===== src/rtl/hbdt_pkg.sv =====
// Shared encodings for the half-bridge dead-time controller.
// Assumes two request bits per phase, ordered {hi,lo}.
package hbdt_pkg;
    typedef enum logic [1:0] {
        REQ_HIZ   = 2'b00,
        REQ_LOW   = 2'b01,
        REQ_HIGH  = 2'b10,
        REQ_COAST = 2'b11
    } phase_req_e;

    // True for the two requests that leave both gates off.
    function automatic logic req_idle(input logic [1:0] req);
        return (req == REQ_HIZ) || (req == REQ_COAST);
    endfunction
endpackage


===== src/rtl/hbdt_gate_seq.sv =====
// Gate sequencer for one phase.
// A released gate drops at once. Any new enable then waits until the
// dead-time counter has run out, so the two gates never overlap.
// Assumes dead_cyc is stable except when the user reprograms it.
module hbdt_gate_seq
    import hbdt_pkg::*;
#(
    parameter int DT_W = 13
) (
    input  logic            clk,
    input  logic            rst_n,
    input  logic [1:0]      req,
    input  logic [DT_W-1:0] dead_cyc,
    output logic            gh,
    output logic            gl
);
    logic            want_hi;
    logic            want_lo;
    logic            releasing;
    logic [DT_W-1:0] dead_left;

    // Decode the request into the wanted gate states.
    always_comb begin
        want_hi   = (req == REQ_HIGH);
        want_lo   = (req == REQ_LOW);
        releasing = (gh && !want_hi) || (gl && !want_lo);
    end

    // Drop released gates, count the dead time, then apply the request.
    always_ff @(posedge clk) begin
        if (!rst_n) begin
            gh        <= 1'b0;
            gl        <= 1'b0;
            dead_left <= '0;
        end else if (releasing) begin
            gh        <= gh && want_hi;
            gl        <= gl && want_lo;
            dead_left <= dead_cyc;
        end else if (dead_left > DT_W'(1)) begin
            dead_left <= dead_left - DT_W'(1);
        end else begin
            dead_left <= '0;
            gh        <= want_hi;
            gl        <= want_lo;
        end
    end
endmodule


===== src/rtl/hbdt_blank_win.sv =====
// Drain-source blanking window for one phase.
// Any change of request loads a mask of two dead times. A turn-on that
// follows an idle request held for at least two dead times loads one.
// The window opens when the mask is spent and a gate is on.
module hbdt_blank_win
    import hbdt_pkg::*;
#(
    parameter int DT_W = 13
) (
    input  logic            clk,
    input  logic            rst_n,
    input  logic [1:0]      req,
    input  logic [DT_W-1:0] dead_cyc,
    input  logic            gate_on,
    output logic            window
);
    localparam int BL_W = DT_W + 1;

    logic [1:0]      req_q;
    logic [BL_W-1:0] mask_left;
    logic [BL_W-1:0] idle_len;
    logic [BL_W-1:0] two_dead;
    logic [BL_W-1:0] one_dead;
    logic            changed;
    logic            long_idle;

    // Derive the mask lengths and the change and long-idle conditions.
    always_comb begin
        two_dead  = {dead_cyc, 1'b0};
        one_dead  = {1'b0, dead_cyc};
        changed   = (req != req_q);
        long_idle = req_idle(req_q) && !req_idle(req) && (idle_len >= two_dead);
        window    = (mask_left == '0) && gate_on;
    end

    // Track the last request, the mask countdown and the idle duration.
    always_ff @(posedge clk) begin
        if (!rst_n) begin
            req_q     <= REQ_HIZ;
            mask_left <= '0;
            idle_len  <= '0;
        end else begin
            req_q <= req;
            if (changed) begin
                mask_left <= long_idle ? one_dead : two_dead;
                idle_len  <= req_idle(req) ? BL_W'(1) : '0;
            end else begin
                if (mask_left != '0) begin
                    mask_left <= mask_left - BL_W'(1);
                end
                if (req_idle(req_q) && (idle_len < two_dead)) begin
                    idle_len <= idle_len + BL_W'(1);
                end
            end
        end
    end
endmodule


===== src/rtl/hbdt_ds_filter.sv =====
// Two-sample filter for the drain-source overvoltage of one phase.
// Only the comparator of a conducting switch counts, and only inside
// the window. The fault is high after two consecutive qualifying edges.
module hbdt_ds_filter (
    input  logic clk,
    input  logic rst_n,
    input  logic gh,
    input  logic gl,
    input  logic window,
    input  logic ov_hi,
    input  logic ov_lo,
    output logic fault
);
    logic hit;
    logic hit_q;

    // Qualify the comparator with the window and the conducting side.
    always_comb begin
        hit = window && ((gh && ov_hi) || (gl && ov_lo));
    end

    // Remember the last sample and flag two in a row.
    always_ff @(posedge clk) begin
        if (!rst_n) begin
            hit_q <= 1'b0;
            fault <= 1'b0;
        end else begin
            hit_q <= hit;
            fault <= hit && hit_q;
        end
    end
endmodule


===== src/rtl/hbdt_top.sv =====
// Dead-time and blanking controller for NPH half-bridge phases.
// Scales the base dead time and builds one sequencer, blanking window
// and fault filter per phase. Comparator inputs are assumed to be
// synchronous to clk already.
module hbdt_top
    import hbdt_pkg::*;
#(
    parameter int NPH      = 2,
    parameter int BASE_W   = 8,
    parameter int SCALE_SH = 5
) (
    input  logic                clk,
    input  logic                rst_n,
    input  logic                long_scale,
    input  logic [BASE_W-1:0]   dead_base,
    input  logic [2*NPH-1:0]    phase_cmd,
    input  logic [NPH-1:0]      ds_over_hi,
    input  logic [NPH-1:0]      ds_over_lo,
    output logic [NPH-1:0]      gate_hi,
    output logic [NPH-1:0]      gate_lo,
    output logic [NPH-1:0]      ds_window,
    output logic [NPH-1:0]      motor_fault
);
    localparam int DT_W = BASE_W + SCALE_SH;

    logic [DT_W-1:0] dead_cyc;

    // Apply the x1 or x32 multiplier to the base count.
    always_comb begin
        dead_cyc = long_scale ? (DT_W'(dead_base) << SCALE_SH) : DT_W'(dead_base);
    end

    for (genvar p = 0; p < NPH; p++) begin : g_phase
        logic [1:0] req;
        assign req = phase_cmd[2*p +: 2];

        hbdt_gate_seq #(.DT_W(DT_W)) u_seq (
            .clk      (clk),
            .rst_n    (rst_n),
            .req      (req),
            .dead_cyc (dead_cyc),
            .gh       (gate_hi[p]),
            .gl       (gate_lo[p])
        );

        hbdt_blank_win #(.DT_W(DT_W)) u_blank (
            .clk      (clk),
            .rst_n    (rst_n),
            .req      (req),
            .dead_cyc (dead_cyc),
            .gate_on  (gate_hi[p] | gate_lo[p]),
            .window   (ds_window[p])
        );

        hbdt_ds_filter u_filt (
            .clk    (clk),
            .rst_n  (rst_n),
            .gh     (gate_hi[p]),
            .gl     (gate_lo[p]),
            .window (ds_window[p]),
            .ov_hi  (ds_over_hi[p]),
            .ov_lo  (ds_over_lo[p]),
            .fault  (motor_fault[p])
        );
    end
endmodule


===== config.mk =====
export PLATFORM = sky130hd
export DESIGN_NAME = hbdt_top
export DESIGN_NICKNAME = d
export VERILOG_FILES = /design/src/rtl/hbdt_pkg.sv /design/src/rtl/hbdt_gate_seq.sv /design/src/rtl/hbdt_blank_win.sv /design/src/rtl/hbdt_ds_filter.sv /design/src/rtl/hbdt_top.sv
export SDC_FILE = /design/constraint.sdc
export NUM_CORES = 1
export LEC_CHECK = 0
export BUFFER_PORTS_ARGS = -buffer_cell sky130_fd_sc_hd__buf_2
export CORE_MARGIN = 2
export CORE_UTILIZATION = 35
export CTS_BUF_LIST = sky130_fd_sc_hd__clkbuf_4 sky130_fd_sc_hd__clkbuf_8
export DETAILED_ROUTE_END_ITERATION = 6
export GPL_TIMING_DRIVEN = 0
export PLACE_DENSITY_LB_ADDON = 0.05
export SYNTH_ARGS = -nofsm -noshare
export SYNTH_HDL_FRONTEND = slang
export SYNTH_SLANG_ARGS = --single-unit

===== constraint.sdc =====
create_clock -name clk -period 3.85 [get_ports clk]
set_input_delay 1.155 -clock clk [delete_from_list [all_inputs] [get_ports clk]]
set_output_delay 1.155 -clock clk [all_outputs]
set_load 0.03 [all_outputs]

==> results.cfg, run 1 <==
[placed_design]
place_inst = 934
port_buffers = 25
globalplace.congestion = 0.821
hpwl_mm = 11.8
dpl_cell_area_um2 = 6200

[timing]
tightestPinTransition_ns = 0.807
rsz0062_at_grt = no
final-setup-viol-count = 0
maxSlewViolCount = 0
finalCritPeriodShare_pct = 94.5
skew_ns = 0.0135
fmax_ghz = 0.275
post-route-min-period_ns = 3.64
slew-limit-headroom_pct = 45.1
finalHoldViolCount = 0

[run_status]
status = finished clean

[grt]
gr-usage-met3_pct = 2.45
grtUsageMet2_pct = 29.6
globalRouteMet1Util_pct = 26.9
grt-ovfl-total = 0
track_usage_pct = 19.3
grt_pass1_vias = 4824
busiest_layer = met2
grt_max_degree = 15
grt_first_pass_wirelength_mm = 26.5
antenna_found_initial = 0

[power]
powerDensity_nw_per_um2 = 543
p_leak_nw = 2.64
peakVddDrop_uv = 284
p_total_mw = 3.51

[worst_setup_path]
worstSetupStartpointType = input pin
cpPeakStageDelay_ns = 0.71
critPathKind = input pin to flip-flop
required_ns = 4.12
crit_family = compound AO/OA/AOI/OAI gates
crit_chain = buf_2, mux2i_2, ha_1, a21oi_1, o21ai_0, a21oi_2, a21oi_4, buf_4, o31ai_1, a31oi_2
critPathArrivalTime_ns = 3.90
crit_buf_inv = 2
slowest_stage = mux2i_2
end_kind = flip-flop
cp_max_fo = 10

[floorplan]
io-pin-count = 27
die_w_um = 133
die_h_um = 133
core_um2 = 16400
initial_core_util_pct = 35.4
num_rows = 47
die_area_um2 = 17600

[logic_synthesis]
synthFlopType = dfxtp_1
synth_edf_count = 0
seq_area_frac_synth_pct = 32.4
synth_cells = 689
yosysUniqueCellTypes = 66
synth.net_count = 746
netlist_area_um2 = 5800
yosysWarnings = 0
yosysTopAreaCell = dfxtp_1
synth_area_leaders = dfxtp_1, ha_1, xor2_1
synth_area_per_cell_um2 = 8.42
netlist.area_leader.share_pct = 32.4
async_flop_share_pct = 0
ys_ff_latch = 94

[layout]
antenna_cells = 0
instances_no_fill = 950
fin_nets = 782
layout-drive-gt1-share_pct = 14.0
seq_area_um2 = 1880
multi_input_area_um2 = 3670
nFillCells = 1701
syn_to_final_growth_pct = 11.5
fin_area_um2 = 6470

[clock_tree]
clkLatencyLatePin_ns = 0.40
path_clk_slew_ns = 0.10
clockBufferDepth = 2
clock-sinks = 94
htreeDepth = 3
cts-buffers-inserted = 9
tritoncts = yes
cts_hold_buf = 0
root_buffer = clkbuf_8

[drt]
drc = 0
viasPerCell = 5.27
routed_wl_mm = 16.5
drtIter0Drc = 248
drt_pass1_iterations = 4
final_antenna_net_count = 0
wl_per_cell_um = 17.4
vias = 5004

[min_path]
hold_path.class = flip-flop to flip-flop

[run]
cap_violations = 0
==> synth_stat cells (all sizes together), types with 9 or more instances <==
| library cell | instances |
|---|---|
| mux2i | 13 |
| clkbuf | 15 |
| nor2b | 12 |
| xor2 | 52 |
| o221ai | 9 |
| or3 | 12 |
| inv | 27 |
| nand2 | 59 |
| and3 | 9 |
| nor3 | 28 |
| o21ai | 21 |
| a31oi | 9 |
| a21oi | 48 |
| nor4 | 13 |
| buf | 20 |
| and2 | 14 |
| nand3 | 23 |
| nand4 | 21 |
| xnor2 | 16 |
| dfxtp | 94 |
| nor2 | 61 |
| ha | 38 |
==> flip-flops by register name, indices dropped and copies added, names as in the netlist <==
| name | count |
|---|---|
| g_phase.u_blank.idle_len | 28 |
| g_phase.u_blank.mask_left | 28 |
| g_phase.u_blank.req_q | 4 |
| g_phase.u_filt.fault | 2 |
| g_phase.u_filt.hit_q | 2 |
| g_phase.u_seq.dead_left | 26 |
| g_phase.u_seq.gh | 2 |
| g_phase.u_seq.gl | 2 |
==> per-layer routing <==
layer	part of all wire [%]	wire (um)	up-vias
li1	-	-	2527
met1	50	8210	2376
met2	45	7380	80
met3	3.5	571	21
met4	2.2	367	0
met5	0	0	-
==> cell type report <==
cell class	count	share of cell area (%)
well taps	220	4.26
clock inverters	4	1.08
multi-input cells	532	56.7
repair buffers	25	1.93
inverters	28	1.62
clock buffers	12	2.36
flip-flops and latches	94	29.1
plain buffers	35	2.98
==> power breakdown <==
part	internal [mW]	total, mW	switching (mW)
registers	1.14	1.31	0.173
logic	0.648	1.42	0.776
clock network	0.397	0.778	0.381
==> cells in the final DEF, fill, tap and decap left out, drive strengths merged, types with 13 or more instances in the layout <==
cell,count
dfxtp,94
nor2,61
nand2,59
xor2,52
a21oi,48
buf,44
ha,38
nor3,28
clkbuf,28
inv,27
nand3,23
nand4,21
o21ai,21
xnor2,16
and2,14
mux2i,13
nor4,13
==> worst reg2reg max path: cells and delay by family, from the launching register on <==
family                     cells  cell delay (ns)
AOI/OAI and AO/OA              3             0.84
DFF                            1             0.45
buffers and inverters          1             0.33
adders and majority gates      1             0.29
and+or+nand+nor                2             0.19
xor gates and xnor gates       1             0.17
==> cells by family after synthesis <==
family,synth area share (%)
AOI/OAI and AO/OA,14.8
xor gates and xnor gates,10.3
adders and majority gates,8.19
buffers and inverters,5.09
DFF,32.4
muxes,2.63
and+or+nand+nor,26.6
==> metrics by stage <==
step / hold WS [ns] / worst slack (ns) / util, % / setup TNS, ns
finish: 0.444 / 0.213 / 39.4 / 0
global route: 0.470 / 0.00747 / 39.4 / 0
CTS: 0.449 / 0.0308 / 39.2 / 0
detailed placement: 0.411 / -0.598 / 37.8 / -23.59
global placement: 0.419 / -0.582 / 37.8 / -22.21
floorplan: 0.406 / 0.534 / - / 0
==> what timing repair did <==
item | in CTS | in global routing
endpoints found under the setup margin | 34 | 39
resized for setup | 2 | 10
cloned | 0 | 0
setup buffers | 0 | 0
pin swaps | 0 | 1
==> path summary, 6_finish.rpt <==
check                                                            startpoint                                      endpoint  slack (ns)  cells past startpoint
worst max-delay path                                             long_scale  g_phase[1].u_blank.mask_left[9]$_SDFFE_PN0P_        0.21                     10
worst min-delay path                     g_phase[0].u_filt.hit_q$_SDFF_PN0_            g_phase[0].u_filt.fault$_SDFF_PN0_        0.44                      1
worst max register to register  g_phase[0].u_blank.idle_len[3]$_SDFFE_PN0P_  g_phase[0].u_blank.idle_len[13]$_SDFFE_PN0P_        1.46                      8
worst min register to register           g_phase[0].u_filt.hit_q$_SDFF_PN0_            g_phase[0].u_filt.fault$_SDFF_PN0_        0.44                      1
No activity file was read; power rests on OpenSTA's default activity.
==> inputs of run 2 (changes only) <==
Settings changed: CORE_MARGIN 2 to not set.
==> run 2 against run 1 <==
Via count up 0.40%. Clock skew down 0.0031 ns. Flip-flop and latch count unchanged. Combinational power about the same. Routed wire length down 0.42%. Cell area up 0.17%. Worst hold slack worse by 0.0093 ns. Maximum frequency down 1.7%. Clock power about the same. Non-clock buffer count unchanged.
==> results.cfg, run 2 (synthesis gave the netlist of run 1 again) <==
[run_status]
status = finished clean

[run]
cap_violations = 0

[floorplan]
core_um2 = 16100
initial_core_util_pct = 36.1
die_h_um = 131
io-pin-count = 27
num_rows = 46
die_w_um = 131
die_area_um2 = 17100

[power]
p_total_mw = 3.51
p_leak_nw = 2.64
powerDensity_nw_per_um2 = 542
peakVddDrop_uv = 275

[drt]
drtIter0Drc = 293
routed_wl_mm = 16.5
final_antenna_net_count = 0
vias = 5024
drc = 0
drt_pass1_iterations = 4
viasPerCell = 5.31
wl_per_cell_um = 17.4

[timing]
final-setup-viol-count = 0
finalHoldViolCount = 0
fmax_ghz = 0.270
post-route-min-period_ns = 3.70
setup_ws_ns = 0.151
slew-limit-headroom_pct = 48.9
maxSlewViolCount = 0
skew_ns = 0.0104
finalCritPeriodShare_pct = 96.1
tightestPinTransition_ns = 0.751
rsz0062_at_grt = no

[worst_setup_path]
rr_startpoint = g_phase[0].u_blank.idle_len[11]$_SDFFE_PN0P_
worstSetupStartpointType = input pin
end_kind = flip-flop
critPathKind = input pin to flip-flop
critPathArrivalTime_ns = 3.95
r2r_end = g_phase[0].u_blank.mask_left[2]$_SDFFE_PN0P_
ff2ff_path_depth = 8
cp_max_fo = 10
required_ns = 4.10
rrSetupSlack_ns = 1.50

[grt]
grt_pass1_vias = 4904
grt-ovfl-total = 0
globalRouteMet1Util_pct = 27.1
grtUsageMet2_pct = 33.5
antenna_found_initial = 0
gr-usage-met3_pct = 3.99
busiest_layer = met2
grt_first_pass_wirelength_mm = 26.4
grt_max_degree = 16
track_usage_pct = 20.6

[min_path]
min_path_cells = 1
hold_start = g_phase[0].u_filt.hit_q$_SDFF_PN0_
min_to = g_phase[0].u_filt.fault$_SDFF_PN0_
hold_path.class = flip-flop to flip-flop

[clock_tree]
cts_setup_buffers = 0
path_clk_slew_ns = 0.10
root_buffer = clkbuf_8
tritoncts = yes
htreeDepth = 3
clockBufferDepth = 2
clkLatencyLatePin_ns = 0.38
cts-buffers-inserted = 9
clock-sinks = 94

[layout]
antenna_cells = 0
syn_to_final_growth_pct = 11.7
reg_top3 = g_phase.u_blank.idle_len x28, g_phase.u_blank.mask_left x28, g_phase.u_seq.dead_left x26
post-route-util_pct = 40.4
fin_nets = 782
instances_no_fill = 946
layout-drive-gt1-share_pct = 13.7
fin_area_um2 = 6480
nFillCells = 1663
layout_common_cells = dfxtp_1, nor2_1, nand2_1, xor2_1, a21oi_1
final_common_cell = dfxtp_1

[placed_design]
place_inst = 930
hpwl_mm = 11.8
place_ws_ns = -0.504
globalplace.congestion = 0.816
dpl_cell_area_um2 = 6200
port_buffers = 25
run 2: worst max-delay path by stage:
| stage | start | end | slack (ns) |
|---|---|---|---|
| 6_report | long_scale | g_phase[0].u_blank.mask_left[2]$_SDFFE_PN0P_ | 0.15 |
| 5_1_grt | g_phase[0].u_blank.mask_left[0]$_SDFFE_PN0P_ | ds_window[0] | 0.004 |
| 4_1_cts | long_scale | g_phase[1].u_blank.mask_left[10]$_SDFFE_PN0P_ | 0.05 |
| 3_5_place_dp | long_scale | g_phase[1].u_blank.mask_left[9]$_SDFFE_PN0P_ | -0.50 |
| 3_3_place_gp | long_scale | g_phase[1].u_blank.mask_left[9]$_SDFFE_PN0P_ | -0.49 |
| 2_1_floorplan | long_scale | g_phase[0].u_blank.mask_left[5]$_SDFFE_PN0P_ | 0.53 |
run 2: metrics by stage:
stage	TNS, ns	hold WS [ns]
2_1_floorplan	0	0.406
3_3_place_gp	-15.93	0.415
3_5_place_dp	-18.27	0.411
4_1_cts	0	0.436
6_report	0	0.435
5_1_grt	0	0.456
run 2: metal layers:
metal	up-vias	routed length, um	share of wire, %
met5	-	0	0
met4	0	317	1.9
met3	22	450	2.7
met2	76	7600	46
met1	2393	8090	49
li1	2533	-	-
run 2: area by class of cell:
| type | instances | area, um2 | share of cell area [%] |
|---|---|---|---|
| Tap cell | 216 | 270 | 4.17 |
| Inverter | 28 | 105 | 1.62 |
| Multi-Input combinational cell | 532 | 3680 | 56.7 |
| Buffer | 35 | 193 | 2.97 |
| Clock inverter | 5 | 82.6 | 1.27 |
| Sequential cell | 94 | 1880 | 29.0 |
| Clock buffer | 11 | 145 | 2.24 |
| Timing Repair Buffer | 25 | 125 | 1.93 |
run 2: repair_timing:
action / CTS / global route
resized for setup: 2 / 10
hold buffers: 0 / 0
endpoints found under the setup margin: 13 / 40
gates cloned: 0 / 0
pin swaps: 0 / 0
run 2: report_power, final:
group          switching (mW)  total, mW  leakage, nW  internal [mW]
logic                   0.775       1.42         1.75          0.647
registers               0.173       1.31        0.770           1.14
clock network           0.385      0.778        0.117          0.393
total                    1.33       3.51         2.64           2.18
run 2: critical path: stages:
cell and delay, ns:
buf_2 0.16, buf_4 0.20, nand2_1 0.40, ha_1 0.46, nand2_1 0.07, nor4_1 0.37
o21ai_0 0.20, a211oi_2 0.31, clkbuf_4 0.29, mux2i_1 0.23, a21oi_1 0.09
==> inputs of run 3 (changes only) <==
--- a/config.mk
+++ b/config.mk
@@ -12,4 +12,5 @@
 export GPL_TIMING_DRIVEN = 0
 export PLACE_DENSITY_LB_ADDON = 0.05
+export SETUP_SLACK_MARGIN = 0.3
 export SYNTH_ARGS = -nofsm -noshare
 export SYNTH_HDL_FRONTEND = slang
==> constraint.sdc (replaced) <==
create_clock -name clk -period 3.85 [get_ports clk]
set_input_delay 1.155 -clock clk [delete_from_list [all_inputs] [get_ports clk]]
set_output_delay 1.155 -clock clk [all_outputs]
set_load 0.02 [all_outputs]
==> run 3 against run 2 <==
Register-to-register slack is essentially flat. Utilization is 1.2 points higher. Critical path depth rose by 1. Maximum frequency is 6.5% higher. Cell area up 3.0%. Die area unchanged. Count of clock-buffer cells in the layout unchanged. Total power is 0.60% higher. Critical path type unchanged.
==> results.cfg, run 3 (synthesis gave the netlist of run 1 again) <==
[floorplan]
die_w_um = 131
initial_core_util_pct = 36.1
die_area_um2 = 17100
die_h_um = 131
num_rows = 46
core_um2 = 16100
io-pin-count = 27

[power]
p_total_mw = 3.53
switching_share_pct = 37.9
clockPowerShare_pct = 22.0
seqPwrFrac_pct = 37.1
peakVddDrop_uv = 275
p_leak_nw = 2.73
powerDensity_nw_per_um2 = 529
pwr-share-comb_pct = 40.9
cell_internal_pwr_mw = 2.19
p_sw_mw = 1.34

[layout]
nFillCells = 1647
layout-drive-gt1-share_pct = 16.4
instances_no_fill = 958
fin_nets = 794
reg_top3 = g_phase.u_blank.idle_len x28, g_phase.u_blank.mask_left x28, g_phase.u_seq.dead_left x26
layout_common_cells = dfxtp_1, nor2_1, nand2_1, xor2_1, a21oi_1
final_common_cell = dfxtp_1
antenna_cells = 0
syn_to_final_growth_pct = 15.0

[worst_setup_path]
r2r_end = g_phase[1].u_blank.mask_left[6]$_SDFFE_PN0P_
cp_max_fo = 10
end_kind = flip-flop
required_ns = 4.10
critPathArrivalTime_ns = 3.72
rr_startpoint = g_phase[1].u_blank.mask_left[0]$_SDFFE_PN0P_
worstSetupStartpointType = input pin
ff2ff_path_depth = 9
critPathKind = input pin to flip-flop
rrSetupSlack_ns = 1.49

[clock_tree]
htreeDepth = 3
root_buffer = clkbuf_8
tritoncts = yes
cts-buffers-inserted = 9
clock-sinks = 94
path_clk_slew_ns = 0.10
cts_hold_buf = 0
clkLatencyLatePin_ns = 0.39
clockBufferDepth = 2

[timing]
maxSlewViolCount = 0
fmax_ghz = 0.288
tns_ns = 0
final-setup-viol-count = 0
whs_ns = 0.435
post-route-min-period_ns = 3.47
rsz0062_at_grt = yes
skew_ns = 0.0136
finalCritPeriodShare_pct = 90.2
finalHoldViolCount = 0
slew-limit-headroom_pct = 48.3
tightestPinTransition_ns = 0.761

[drt]
viasPerCell = 5.29
routed_wl_mm = 16.7
drc = 0
final_antenna_net_count = 0
drt_pass1_iterations = 4
vias = 5068
drtIter0Drc = 329
wl_per_cell_um = 17.4

[placed_design]
hpwl_mm = 11.8
globalplace.congestion = 0.816
place_inst = 930
port_buffers = 25

[min_path]
min_path_cells = 1
min_to = g_phase[0].u_filt.fault$_SDFF_PN0_
hold_path.class = flip-flop to flip-flop
hold_start = g_phase[0].u_filt.hit_q$_SDFF_PN0_

[run_status]
status = finished clean

[grt]
track_usage_pct = 20.8
grt_first_pass_wirelength_mm = 26.6
grt_max_degree = 16
grt_pass1_vias = 4942
grt-ovfl-total = 0
antenna_found_initial = 0

[run]
cap_violations = 0
==> run 3: cell types whose count changed in the layout (fill, tap and decap cells not counted), sizes merged <==
cell / change
clkbuf: -1
buf: +13
==> run 3: power groups by stage <==
stage	registers [mW]	logic, mW	clock network [mW]
3_5_place_dp	1.33	1.40	0
5_1_grt	1.33	1.62	0.839
4_1_cts	1.31	1.42	0.802
6_report	1.31	1.44	0.777
2_1_floorplan	1.29	1.14	0
3_3_place_gp	1.33	1.39	0
==> run 3: repair_timing <==
item / CTS / global route
buffers inserted: 3 / 9
resized for setup: 15 / 18
setup endpoints to repair: 54 / 47
pin swaps: 2 / 3
==> run 3: metrics by stage <==
stage	instance area [um2]	utilization (%)	worst slack (ns)
floorplan	5800	-	0.534
global placement	6200	38.6	-0.485
detailed placement	6200	38.6	-0.504
CTS	6530	40.6	0.313
global route	6670	41.6	0.249
finish	6670	41.6	0.376
==> run 3: worst max-delay path by stage <==
stage	from	end	slack [ns]	cells past startpoint
2_1_floorplan	long_scale	g_phase[0].u_blank.mask_left[5]$_SDFFE_PN0P_	0.53	11
4_1_cts	long_scale	g_phase[1].u_blank.idle_len[7]$_SDFFE_PN0P_	0.31	11
3_3_place_gp	long_scale	g_phase[1].u_blank.mask_left[9]$_SDFFE_PN0P_	-0.49	10
5_1_grt	long_scale	g_phase[0].u_blank.mask_left[2]$_SDFFE_PN0P_	0.25	12
6_report	long_scale	g_phase[0].u_blank.mask_left[2]$_SDFFE_PN0P_	0.38	12
3_5_place_dp	long_scale	g_phase[1].u_blank.mask_left[9]$_SDFFE_PN0P_	-0.50	10
==> run 3: layer usage <==
| metal | vias up | track usage [%] | wire length (um) |
|---|---|---|---|
| met1 | 2395 | 27.2 | 7900 |
| li1 | 2559 | - | - |
| met2 | 94 | 34.3 | 7730 |
| met5 | - | 0 | 0 |
| met3 | 20 | 3.99 | 725 |
| met4 | 0 | 6.63 | 295 |
==> run 3: layout make-up <==
| cell class | count | area (um2) | area share, % |
|---|---|---|---|
| clock inverters | 5 | 82.6 | 1.24 |
| well taps | 216 | 270 | 4.05 |
| plain buffers | 35 | 203 | 3.04 |
| multi-input cells | 532 | 3740 | 56.1 |
| inverters | 28 | 105 | 1.58 |
| clock buffers | 11 | 145 | 2.18 |
| flip-flops and latches | 94 | 1880 | 28.2 |
| repair buffers | 37 | 240 | 3.60 |
==> run 3: critical path, stage by stage <==
cell and delay, ns:
buf_2 0.17, buf_6 0.18, and2_4 0.23, inv_1 0.15, ha_1 0.33, a21oi_1 0.06, o21ai_0 0.44, a21oi_2 0.13
a211oi_2 0.35, buf_6 0.21, mux2i_1 0.21, a21oi_1 0.08
